## src/rtl/cmdq_pkg.sv

```systemverilog
package cmdq_pkg;
   localparam int CMD_W       = 32;
   localparam int CLIENT_LO   = 29;
   localparam int OPC_LO      = 23;
   localparam int OPC_W       = 6;
   localparam int SPACE_BIT   = 22;

   localparam logic [2:0]       CLI_MEMIF = 3'd0;
   localparam logic [OPC_W-1:0] OPC_STOP  = 6'h0A;
   localparam logic [OPC_W-1:0] OPC_RLOAD = 6'h22;

   typedef enum logic [1:0] {
      KD_SINGLE = 2'd0,
      KD_END    = 2'd1,
      KD_LOAD   = 2'd2,
      KD_SKIP   = 2'd3
   } cmd_kind_e;

   typedef enum logic [1:0] {
      ST_HDR  = 2'd0,
      ST_SKIP = 2'd1,
      ST_LOAD = 2'd2,
      ST_HALT = 2'd3
   } seq_state_e;
endpackage

```

## src/rtl/cmdq_hdr_classify.sv

```systemverilog
module cmdq_hdr_classify
   import cmdq_pkg::*;
#(
   parameter int MI_LEN_W       = 8,
   parameter int OTHER_LEN_W    = 8,
   parameter bit OTHER_HAS_LEN  = 1'b1,
   parameter int SHORT_OP_LIMIT = 16,
   parameter int MAX_PAIRS      = 126,
   parameter int CNT_W          = 9
) (
   input  logic [CMD_W-1:0] hdr,
   output cmd_kind_e        kind,
   output logic [CNT_W-1:0] payload,
   output logic             bad_load,
   output logic [2:0]       client,
   output logic             space_flag
);
   localparam int MAX_LEN = 2 * MAX_PAIRS - 1;

   logic [OPC_W-1:0]    opc;
   logic [MI_LEN_W-1:0] mi_len;
   logic [CNT_W-1:0]    mi_payload;
   cmd_kind_e           other_kind;
   logic [CNT_W-1:0]    other_payload;

   assign client     = hdr[CMD_W-1:CLIENT_LO];
   assign opc        = hdr[OPC_LO +: OPC_W];
   assign mi_len     = hdr[MI_LEN_W-1:0];
   assign mi_payload = CNT_W'(mi_len) + CNT_W'(1);
   assign space_flag = (client == CLI_MEMIF) && hdr[SPACE_BIT];

   generate
      if (OTHER_HAS_LEN) begin : g_other_len
         logic [OTHER_LEN_W-1:0] o_len;
         assign o_len         = hdr[OTHER_LEN_W-1:0];
         assign other_kind    = KD_SKIP;
         assign other_payload = CNT_W'(o_len) + CNT_W'(1);
      end else begin : g_other_single
         assign other_kind    = KD_SINGLE;
         assign other_payload = '0;
      end
   endgenerate

   always_comb begin
      kind     = KD_SINGLE;
      payload  = '0;
      bad_load = 1'b0;
      if (client != CLI_MEMIF) begin
         kind    = other_kind;
         payload = other_payload;
      end else if (opc == OPC_STOP) begin
         kind = KD_END;
      end else if (32'(opc) < SHORT_OP_LIMIT) begin
         kind = KD_SINGLE;
      end else if (opc == OPC_RLOAD) begin
         payload = mi_payload;
         if (!mi_len[0] || (32'(mi_len) > MAX_LEN)) begin
            kind     = KD_SKIP;
            bad_load = 1'b1;
         end else begin
            kind = KD_LOAD;
         end
      end else begin
         kind    = KD_SKIP;
         payload = mi_payload;
      end
   end
endmodule

```

## src/rtl/cmdq_seq.sv

```systemverilog
module cmdq_seq
   import cmdq_pkg::*;
#(
   parameter int CNT_W = 9
) (
   input  logic             clk,
   input  logic             rst_n,
   input  logic             in_valid,
   input  logic             restart,
   input  cmd_kind_e        kind,
   input  logic [CNT_W-1:0] payload,
   output logic             in_ready,
   output logic             hdr_take,
   output logic             addr_take,
   output logic             data_take
);
   seq_state_e       state;
   logic [CNT_W-1:0] rem;
   logic             phase;
   logic             take;

   assign in_ready  = (state != ST_HALT);
   assign take      = in_valid && in_ready;
   assign hdr_take  = take && (state == ST_HDR);
   assign addr_take = take && (state == ST_LOAD) && !phase;
   assign data_take = take && (state == ST_LOAD) && phase;

   always_ff @(posedge clk or negedge rst_n) begin
      if (!rst_n) begin
         state <= ST_HDR;
         rem   <= '0;
         phase <= 1'b0;
      end else begin
         case (state)
            ST_HDR: begin
               if (in_valid) begin
                  case (kind)
                     KD_END:  state <= ST_HALT;
                     KD_LOAD: begin
                        state <= ST_LOAD;
                        rem   <= payload;
                        phase <= 1'b0;
                     end
                     KD_SKIP: begin
                        state <= ST_SKIP;
                        rem   <= payload;
                     end
                     default: state <= ST_HDR;
                  endcase
               end
            end
            ST_SKIP, ST_LOAD: begin
               if (in_valid) begin
                  rem   <= rem - CNT_W'(1);
                  phase <= ~phase;
                  if (rem == CNT_W'(1)) state <= ST_HDR;
               end
            end
            default: begin
               if (restart) state <= ST_HDR;
            end
         endcase
      end
   end


   rem_live_chk: assert property (@(posedge clk) disable iff (!rst_n)
      (state == ST_SKIP || state == ST_LOAD) |-> (rem != '0));


   halt_hold_chk: assert property (@(posedge clk) disable iff (!rst_n)
      (!in_ready && !restart) |=> !in_ready);


   pair_close_chk: assert property (@(posedge clk) disable iff (!rst_n)
      (state == ST_LOAD && rem == CNT_W'(1) && in_valid) |-> data_take);


   restart_noeff_chk: assert property (@(posedge clk) disable iff (!rst_n)
      (in_ready && restart && !hdr_take) |=> in_ready);
endmodule

```

## src/rtl/cmdq_wr_stage.sv

```systemverilog
module cmdq_wr_stage
   import cmdq_pkg::*;
(
   input  logic             clk,
   input  logic             rst_n,
   input  logic             load_start,
   input  logic             space_in,
   input  logic             addr_take,
   input  logic             data_take,
   input  logic [CMD_W-1:0] din,
   output logic             wr_valid,
   output logic [CMD_W-1:0] wr_addr,
   output logic [CMD_W-1:0] wr_data,
   output logic             wr_global
);
   logic [CMD_W-1:0] addr_hold;
   logic             space_hold;

   always_ff @(posedge clk or negedge rst_n) begin
      if (!rst_n) begin
         addr_hold  <= '0;
         space_hold <= 1'b0;
         wr_valid   <= 1'b0;
         wr_addr    <= '0;
         wr_data    <= '0;
         wr_global  <= 1'b0;
      end else begin
         wr_valid <= data_take;
         if (load_start) space_hold <= space_in;
         if (addr_take)  addr_hold  <= {din[CMD_W-1:2], 2'b00};
         if (data_take) begin
            wr_addr   <= addr_hold;
            wr_data   <= din;
            wr_global <= space_hold;
         end
      end
   end


   wr_spacing_chk: assert property (@(posedge clk) disable iff (!rst_n)
      wr_valid |=> !wr_valid);
endmodule

```

## src/rtl/cmd_stream_decoder.sv

```systemverilog
module cmd_stream_decoder
   import cmdq_pkg::*;
#(
   parameter int MI_LEN_W       = 8,
   parameter int OTHER_LEN_W    = 8,
   parameter bit OTHER_HAS_LEN  = 1'b1,
   parameter int SHORT_OP_LIMIT = 16,
   parameter int MAX_PAIRS      = 126
) (
   input  logic        clk,
   input  logic        rst_n,
   input  logic        in_valid,
   output logic        in_ready,
   input  logic [31:0] in_data,
   input  logic        restart,
   output logic        hdr_valid,
   output logic [2:0]  hdr_client,
   output logic        hdr_global,
   output logic        wr_valid,
   output logic [31:0] wr_addr,
   output logic [31:0] wr_data,
   output logic        wr_global,
   output logic        load_err
);
   localparam int LEN_W = (MI_LEN_W > OTHER_LEN_W) ? MI_LEN_W : OTHER_LEN_W;
   localparam int CNT_W = LEN_W + 1;

   generate
      if ((2 * MAX_PAIRS - 1) >= (1 << MI_LEN_W)) begin : g_bad_pairs
         $error("MAX_PAIRS does not fit the length field");
      end
      if (MI_LEN_W < 1 || MI_LEN_W > OPC_LO - 1 || OTHER_LEN_W < 1 || OTHER_LEN_W > 28) begin : g_bad_len
         $error("length field width out of range");
      end
      if (SHORT_OP_LIMIT > 34) begin : g_bad_short
         $error("SHORT_OP_LIMIT would swallow the register-load opcode");
      end
   endgenerate

   cmd_kind_e        kind;
   logic [CNT_W-1:0] payload;
   logic             bad_load;
   logic [2:0]       client;
   logic             space_flag;
   logic             hdr_take;
   logic             addr_take;
   logic             data_take;

   cmdq_hdr_classify #(
      .MI_LEN_W      (MI_LEN_W),
      .OTHER_LEN_W   (OTHER_LEN_W),
      .OTHER_HAS_LEN (OTHER_HAS_LEN),
      .SHORT_OP_LIMIT(SHORT_OP_LIMIT),
      .MAX_PAIRS     (MAX_PAIRS),
      .CNT_W         (CNT_W)
   ) u_cls (
      .hdr       (in_data),
      .kind      (kind),
      .payload   (payload),
      .bad_load  (bad_load),
      .client    (client),
      .space_flag(space_flag)
   );

   cmdq_seq #(.CNT_W(CNT_W)) u_seq (
      .clk      (clk),
      .rst_n    (rst_n),
      .in_valid (in_valid),
      .restart  (restart),
      .kind     (kind),
      .payload  (payload),
      .in_ready (in_ready),
      .hdr_take (hdr_take),
      .addr_take(addr_take),
      .data_take(data_take)
   );

   cmdq_wr_stage u_wr (
      .clk       (clk),
      .rst_n     (rst_n),
      .load_start(hdr_take && (kind == KD_LOAD)),
      .space_in  (space_flag),
      .addr_take (addr_take),
      .data_take (data_take),
      .din       (in_data),
      .wr_valid  (wr_valid),
      .wr_addr   (wr_addr),
      .wr_data   (wr_data),
      .wr_global (wr_global)
   );

   always_ff @(posedge clk or negedge rst_n) begin
      if (!rst_n) begin
         hdr_valid  <= 1'b0;
         hdr_client <= '0;
         hdr_global <= 1'b0;
         load_err   <= 1'b0;
      end else begin
         hdr_valid <= hdr_take;
         if (hdr_take) begin
            hdr_client <= client;
            hdr_global <= space_flag;
            if (bad_load) load_err <= 1'b1;
         end
      end
   end


   end_stop_chk: assert property (@(posedge clk) disable iff (!rst_n)
      (hdr_take && kind == KD_END) |=> !in_ready);


   err_sticky_chk: assert property (@(posedge clk) disable iff (!rst_n)
      load_err |=> load_err);


   hdr_wr_excl_chk: assert property (@(posedge clk) disable iff (!rst_n)
      !(hdr_valid && wr_valid));


   hdr_client_chk: assert property (@(posedge clk) disable iff (!rst_n)
      (hdr_valid && hdr_client != CLI_MEMIF) |-> !hdr_global);
endmodule

```

## config.mk

```make
export PLATFORM = sky130hd
export DESIGN_NAME = cmd_stream_decoder
export DESIGN_NICKNAME = d
export VERILOG_FILES = /design/src/rtl/cmdq_pkg.sv /design/src/rtl/cmdq_hdr_classify.sv /design/src/rtl/cmdq_seq.sv /design/src/rtl/cmdq_wr_stage.sv /design/src/rtl/cmd_stream_decoder.sv
export SDC_FILE = /design/constraint.sdc
export NUM_CORES = 1
export LEC_CHECK = 0
export CAP_MARGIN = 10
export CORE_ASPECT_RATIO = 0.5
export CORE_MARGIN = 10
export CORE_UTILIZATION = 25
export CTS_CLUSTER_SIZE = 8
export DETAILED_ROUTE_END_ITERATION = 10
export DONT_BUFFER_PORTS = 1
export GPL_TIMING_DRIVEN = 0
export RECOVER_POWER = 100
export SLEW_MARGIN = 0
export SYNTH_ARGS = -nofsm -noshare
export SYNTH_HDL_FRONTEND = slang
export SYNTH_SLANG_ARGS = --single-unit
export TNS_END_PERCENT = 5
```

## constraint.sdc

```tcl
create_clock -name clk -period 3.25 [get_ports clk]
set_clock_uncertainty 0.2 [all_clocks]
set_input_delay 0.325 -clock clk [delete_from_list [all_inputs] [get_ports clk]]
set_output_delay 0.325 -clock clk [all_outputs]
set_load 0.03 [all_outputs]
```

==> results.json, run 1 <==
{
  "yosysMostFrequentCell": "dfrtp_1",
  "ant_nets": 0,
  "whs_ns": 0.0539,
  "hold_viol_final": 0,
  "fin_crit_sh": 0.878,
  "gp_congestion": 0.752,
  "synth_top_family_by_area": "multiplexers",
  "power_leakage_nw": 2.87,
  "start_util": 0.253,
  "first_pass_iters": 4,
  "path_delay_family": "simple AND/OR/NAND/NOR gates",
  "grt_pass1_vias": 3226,
  "setup_viol_count_final": 0,
  "critical_path_class": "input port to flip-flop",
  "hold_class": "input port to flip-flop",
  "synth-main-ff-cell": "dfrtp_1",
  "violations": "capacitance limit, slew limit",
  "antenna_found_initial": 0,
  "synth_area_leaders": "dfrtp_1 58%, mux2_2 22%, ha_1 2.0%",
  "io_pins": 109,
  "drive_gt1_frac": 0.341,
  "ir_worst_vdd_mv": 0.353,
  "diodes": 0,
  "synth_xor_area_frac": 0.00537,
  "grt_util_all_layers": 0.0934,
  "dp.final_hpwl_mm": 8.21,
  "grt_start_max_net_pins": 114,
  "io_buffer_count": 0,
  "startpoint_type": "input port",
  "post_dp_cell_area_mm2": 0.00523,
  "yosys.area.top_type": "dfrtp_1",
  "syn-instance-count": 353,
  "cts.sinks": 113,
  "slowest_delay_ns": 0.64,
  "ys_types": 58,
  "worst-path-buf-inv": 1,
  "yosys.area_share.simple": 0.0586,
  "grt_pass1_wl_mm": 18.7,
  "tns_ns": 0,
  "worst_slack_ns": 0.398,
  "clock_latency_ns": 0.40,
  "p_total_mw": 5.73,
  "vias_per_cell": 4.41,
  "critical_path.endpoint_type": "flip-flop",
  "core_mm2": 0.0193,
  "netlist_area_mm2": 0.00489,
  "crit_arrival_ns": 2.94,
  "crit_path_max_fanout": 10,
  "route.detailed.drc": 0,
  "cts_buffers": 17,
  "worstMarginPinSlew_ns": 1.54,
  "synthMuxAreaShare": 0.223,
  "synth_fa_ha_area_frac": 0.0205,
  "grt_setup_unrepaired": "false",
  "synth_compound_area_frac": 0.0819,
  "area_growth_pct": 25.5,
  "synth.avg_cell_area_um2": 13.8,
  "synth_common_cells": "113 x dfrtp_1, 95 x mux2_2, 15 x o21ai_0, 14 x inv_1",
  "design_area_mm2": 0.00613,
  "cp.required_ns": 3.34,
  "clk_path_buf_depth": 2,
  "die_area_mm2": 0.0259,
  "nNetsFinal": 451,
  "wl_per_cell_um": 17.5,
  "synth-seq-cells": 113,
  "async_reset_ff_frac": 1.00,
  "slowest_stage": "or4_1",
  "cts_max_level": 4,
  "worstPathCellList": "or4_1, or2_2, ha_1, o21a_1, o21ai_2, clkbuf_1, nor3_1, a221o_1",
  "fmax_ghz": 0.351,
  "p_per_area_mw_per_mm2": 933,
  "synth_top_area_frac": 0.578,
  "status": "finished with violations",
  "ys_warn_count": 0,
  "clk_pin_slew_ns": 0.05,
  "synth_edf_count": 0,
  "n_fill_cell": 1887,
  "cts-root-buf": "clkbuf_16",
  "die-height_um": 119,
  "die_w_um": 218,
  "rows": 36,
  "fin_crit_ns": 2.85,
  "cap_violations": 1,
  "cts_setup_buffers": 0,
  "maxSlewViolCount": 114,
  "ys_seq_area_frac": 0.578,
  "cts_tree": "done",
  "overflow": 0,
  "wirelength_mm": 12.0,
  "timing.slew.headroom": -0.0274,
  "vias": 3023,
  "place_ws_ns": 0.252,
  "first_iter_violations": 150
}
==> final cells by class <==
cell class	count	area (um2)	area share
sequential	113	2830	0.461
multi-input combinational	210	1910	0.311
clock buffer	17	425	0.0693
timing repair buffer	34	338	0.0551
tap	266	333	0.0543
clock inverter	14	158	0.0257
buffer	17	93.8	0.0153
inverter	14	52.6	0.00857
==> layer usage <==
metal,vias up,track usage,routed length [um]
met5,-,0,0
met4,0,0.0405,283
met3,15,0.0326,447
met2,48,0.173,6600
met1,1565,0.0938,4650
li1,1395,-,-
==> cells by family (layout without fill, tap and decap cells) <==
logic type | after synthesis | in the layout
multiplexers | 97 | 97
XOR/XNOR | 3 | 3
adder cells (fa/ha/maj) | 8 | 8
AO/OA/AOI/OAI | 54 | 54
other | 1 | 2
AND/OR/NAND/NOR | 46 | 46
flip-flops | 113 | 113
buffers and inverters | 31 | 96
==> final timing paths <==
| check | depth (start not counted) | to | slack (ns) | start |
|---|---|---|---|---|
| min in group asynchronous | 2 | u_wr.wr_addr[24]$_DFFE_PN0P_ | 0.62 | rst_n |
| max in group asynchronous | 2 | u_wr.wr_addr[20]$_DFFE_PN0P_ | 1.22 | rst_n |
| max reg2reg | 6 | u_wr.wr_addr[2]$_DFFE_PN0P_ | 0.51 | u_seq.state[1]$_DFFE_PN0P_ |
| max | 8 | u_seq.rem[2]$_DFFE_PN0P_ | 0.40 | in_data[27] |
| min | 3 | u_seq.rem[8]$_DFFE_PN0P_ | 0.05 | in_data[6] |
| min reg2reg | 1 | u_wr.wr_addr[8]$_DFFE_PN0P_ | 0.30 | u_wr.addr_hold[8]$_DFFE_PN0P_ |
==> flip-flops by register name, summed over array words and instances, names as in the netlist, 2 cells and up <==
signal	count
u_wr.wr_data	32
u_wr.addr_hold	30
u_wr.wr_addr	30
u_seq.rem	9
hdr_client	3
u_seq.state	2
==> layout by cell type, fill, tap and decap left out, types with 3 or more instances in the layout <==
cell type / n
dlygate4sd3_1: 33
a221o_1: 5
mux2_2: 94
clkbuf_1: 11
nand2_1: 8
clkinvlp_4: 3
or3_1: 4
clkinv_4: 3
inv_1: 14
nor2_1: 4
o21ai_0: 15
inv_6: 5
nand3_1: 6
nand4_1: 3
a21oi_1: 5
clkbuf_16: 17
dfrtp_1: 113
ha_1: 8
==> worst reg2reg max path, delay by kind of cell (launching register included) <==
| family | cells | cell delay, ns |
|---|---|---|
| multiplexers | 1 | 0.41 |
| buffers and inverters | 3 | 1.12 |
| adder cells (fa/ha/maj) | 1 | 0.21 |
| AND/OR/NAND/NOR | 1 | 0.24 |
| flip-flops | 1 | 0.44 |
==> metrics by stage <==
step / cells / utilization
floorplan: 354 / -
global placement: 620 / 0.270
detailed placement: 620 / 0.270
CTS: 685 / 0.319
global route: 685 / 0.317
finish: 685 / 0.317
==> repair_timing <==
item / 4_1_cts / 5_1_grt
hold buffers: 34 / 0
endpoints found under the setup margin: 0 / 0
resized for setup: 0 / 0
hold endpoints to repair: 182 / 0
==> power by group <==
group          leakage (nW)  internal (mW)  switching [mW]
sequential             1.52           1.87           0.916
clock                 0.277           1.14           0.676
combinational          1.08          0.615           0.516
total                  2.87           3.62            2.11
(Power assumes the default switching activity.)
==> run 2, diff against run 1 <==
PLACE_DENSITY = 0.48   (was not set)
==> run 2 against run 1 <==
Utilization rose by 0.20 points. Sequential cell count did not move. Largest power group unchanged. Non-clock buffer count rose by 2. Global-route usage rose by 0.79 points. Final cell count rose by 0.44%. The run still ends with capacitance limit, slew limit left. Worst setup slack improved by 0.075 ns. Total power rose by 1.2%.
==> results.json, run 2 (synthesis gave the netlist of run 1 again) <==
{
  "status": "finished with violations",
  "violations": "capacitance limit, slew limit",
  "slowest_stage": "nor4bb_1",
  "ant_nets": 0,
  "power_leakage_nw": 2.89,
  "clk_path_buf_depth": 2,
  "io_buffer_count": 0,
  "diodes": 0,
  "cts_buffers": 17,
  "overflow": 0,
  "worst_slack_ns": 0.472,
  "grtUsageMet3": 0.0354,
  "hold_class": "input port to flip-flop",
  "worstPathCellList": "ha_1, nor4bb_1, clkbuf_1, mux2_2",
  "grt_setup_unrepaired": "false",
  "tns_ns": 0,
  "clk_pin_slew_ns": 0.06,
  "critical_path_class": "flip-flop to flip-flop",
  "grt_pass1_vias": 3238,
  "crit_arrival_ns": 2.87,
  "critical_path.endpoint_type": "flip-flop",
  "cap_violations": 1,
  "first_pass_iters": 4,
  "clock_latency_ns": 0.41,
  "final_common_cell": "dfrtp_1",
  "die-height_um": 119,
  "rows": 36,
  "drive_gt1_frac": 0.346,
  "startpoint_type": "flip-flop",
  "wirelength_mm": 12.6,
  "crit_path_max_fanout": 10,
  "hold_viol_final": 0,
  "utilization": 0.319,
  "layout_common_cells": "113 x dfrtp_1, 95 x mux2_2, 35 x dlygate4sd3_1, 17 x clkbuf_16, 15 x o21ai_0",
  "worst-path-buf-inv": 1,
  "grt_util_all_layers": 0.101,
  "grtUsageMet2": 0.175,
  "cts-root-buf": "clkbuf_16",
  "setup_viol_count_final": 0,
  "die_w_um": 218,
  "cts_max_level": 4,
  "p_per_area_mw_per_mm2": 939,
  "n_fill_cell": 1935,
  "die_area_mm2": 0.0259,
  "wl_per_cell_um": 18.3,
  "p_sw_frac": 0.365,
  "switching_power_mw": 2.11,
  "cp.required_ns": 3.34,
  "io_pins": 109,
  "vias": 2981,
  "first_iter_violations": 183,
  "maxSlewViolCount": 114,
  "cts_tree": "done",
  "slowest_delay_ns": 0.74,
  "cts.sinks": 113,
  "grt_start_max_net_pins": 114,
  "reg.largest.list": "u_wr.wr_data: 32 flops, u_wr.addr_hold: 30 flops, u_wr.wr_addr: 30 flops",
  "core_mm2": 0.0193,
  "antenna_found_initial": 0,
  "power.share.clock": 0.324,
  "fin_crit_sh": 0.855,
  "internal_power_mw": 3.68,
  "gp_congestion": 0.742,
  "place_ws_ns": 0.206,
  "seqPwrFrac": 0.481,
  "worstMarginPinSlew_ns": 1.56,
  "fin_crit_ns": 2.78,
  "busiest_layer": "met2",
  "dp.final_hpwl_mm": 8.45,
  "p_comb_frac": 0.195,
  "route.detailed.drc": 0,
  "ir_worst_vdd_mv": 0.472,
  "start_util": 0.253,
  "largest_reg_flops": 32,
  "fmax_ghz": 0.360,
  "nNetsFinal": 453,
  "path_delay_family": "simple AND/OR/NAND/NOR gates",
  "vias_per_cell": 4.33,
  "grt_pass1_wl_mm": 20.1,
  "top_register": "u_wr.wr_data",
  "timing.slew.headroom": -0.0422,
  "grt_use_met1": 0.114,
  "area_growth_pct": 26.3,
  "cts_setup_buffers": 0
}
-- run 2: cell types whose count changed in the layout (fill, tap and decap cells not counted), sizes merged --
cell / delta
inv: -3
clkinvlp: -1
buf: +3
clkinv: +1
clkbuf: +1
dlygate4sd3: +2
-- run 2: per-layer routing --
layer  vias up  routed length [um]
met2        44                6650
met3        11                 521
met5         -                   0
li1       1406                   -
met4         0                 152
met1      1520                5240
-- run 2: through the flow --
| step | std cells | hold WS, ns | area [um2] | power (mW) |
|---|---|---|---|---|
| 2_1_floorplan | 354 | -0.171 | 4890 | 3.58 |
| 3_3_place_gp | 620 | -0.165 | 5230 | 3.85 |
| 3_5_place_dp | 620 | -0.165 | 5230 | 3.89 |
| 4_1_cts | 687 | 0.00117 | 6190 | 5.88 |
| 5_1_grt | 688 | 0.00466 | 6170 | 6.13 |
| 6_report | 688 | 0.0258 | 6170 | 5.79 |
-- run 2: final cells by class --
| class | instances | area [um2] | area share |
|---|---|---|---|
| flip-flops and latches | 113 | 2830 | 0.458 |
| multi-input cells | 210 | 1910 | 0.309 |
| clock buffers | 21 | 470 | 0.0762 |
| repair buffers | 36 | 358 | 0.0580 |
| well taps | 266 | 333 | 0.0539 |
| clock inverters | 11 | 129 | 0.0209 |
| plain buffers | 17 | 96.3 | 0.0156 |
| inverters | 14 | 52.6 | 0.00851 |
-- run 2: final timing paths --
kind / end / slack, ns / cells past startpoint / from
max: u_wr.addr_hold[19]$_DFFE_PN0P_ / 0.47 / 4 / u_seq.state[1]$_DFFE_PN0P_
max in group asynchronous: u_wr.addr_hold[8]$_DFFE_PN0P_ / 1.21 / 2 / rst_n
max reg2reg: u_wr.addr_hold[19]$_DFFE_PN0P_ / 0.47 / 4 / u_seq.state[1]$_DFFE_PN0P_
min: load_err$_DFFE_PN0P_ / 0.03 / 2 / in_data[30]
min in group asynchronous: u_wr.wr_addr[24]$_DFFE_PN0P_ / 0.67 / 2 / rst_n
min reg2reg: u_wr.wr_addr[8]$_DFFE_PN0P_ / 0.30 / 1 / u_wr.addr_hold[8]$_DFFE_PN0P_
-- run 2: power groups by stage --
stage	Clock, mW	Sequential (mW)	Combinational (mW)
after floorplan	0	2.67	0.904
after global placement	0	2.81	1.04
after detailed placement	0	2.82	1.07
after CTS	1.93	2.80	1.15
after global routing	2.01	2.85	1.26
final	1.88	2.79	1.13
-- run 2: repair_timing --
item,CTS,global route
setup endpoints to repair,0,0
hold endpoints to repair,182,1
hold buffers,35,1
gates resized for setup,0,0
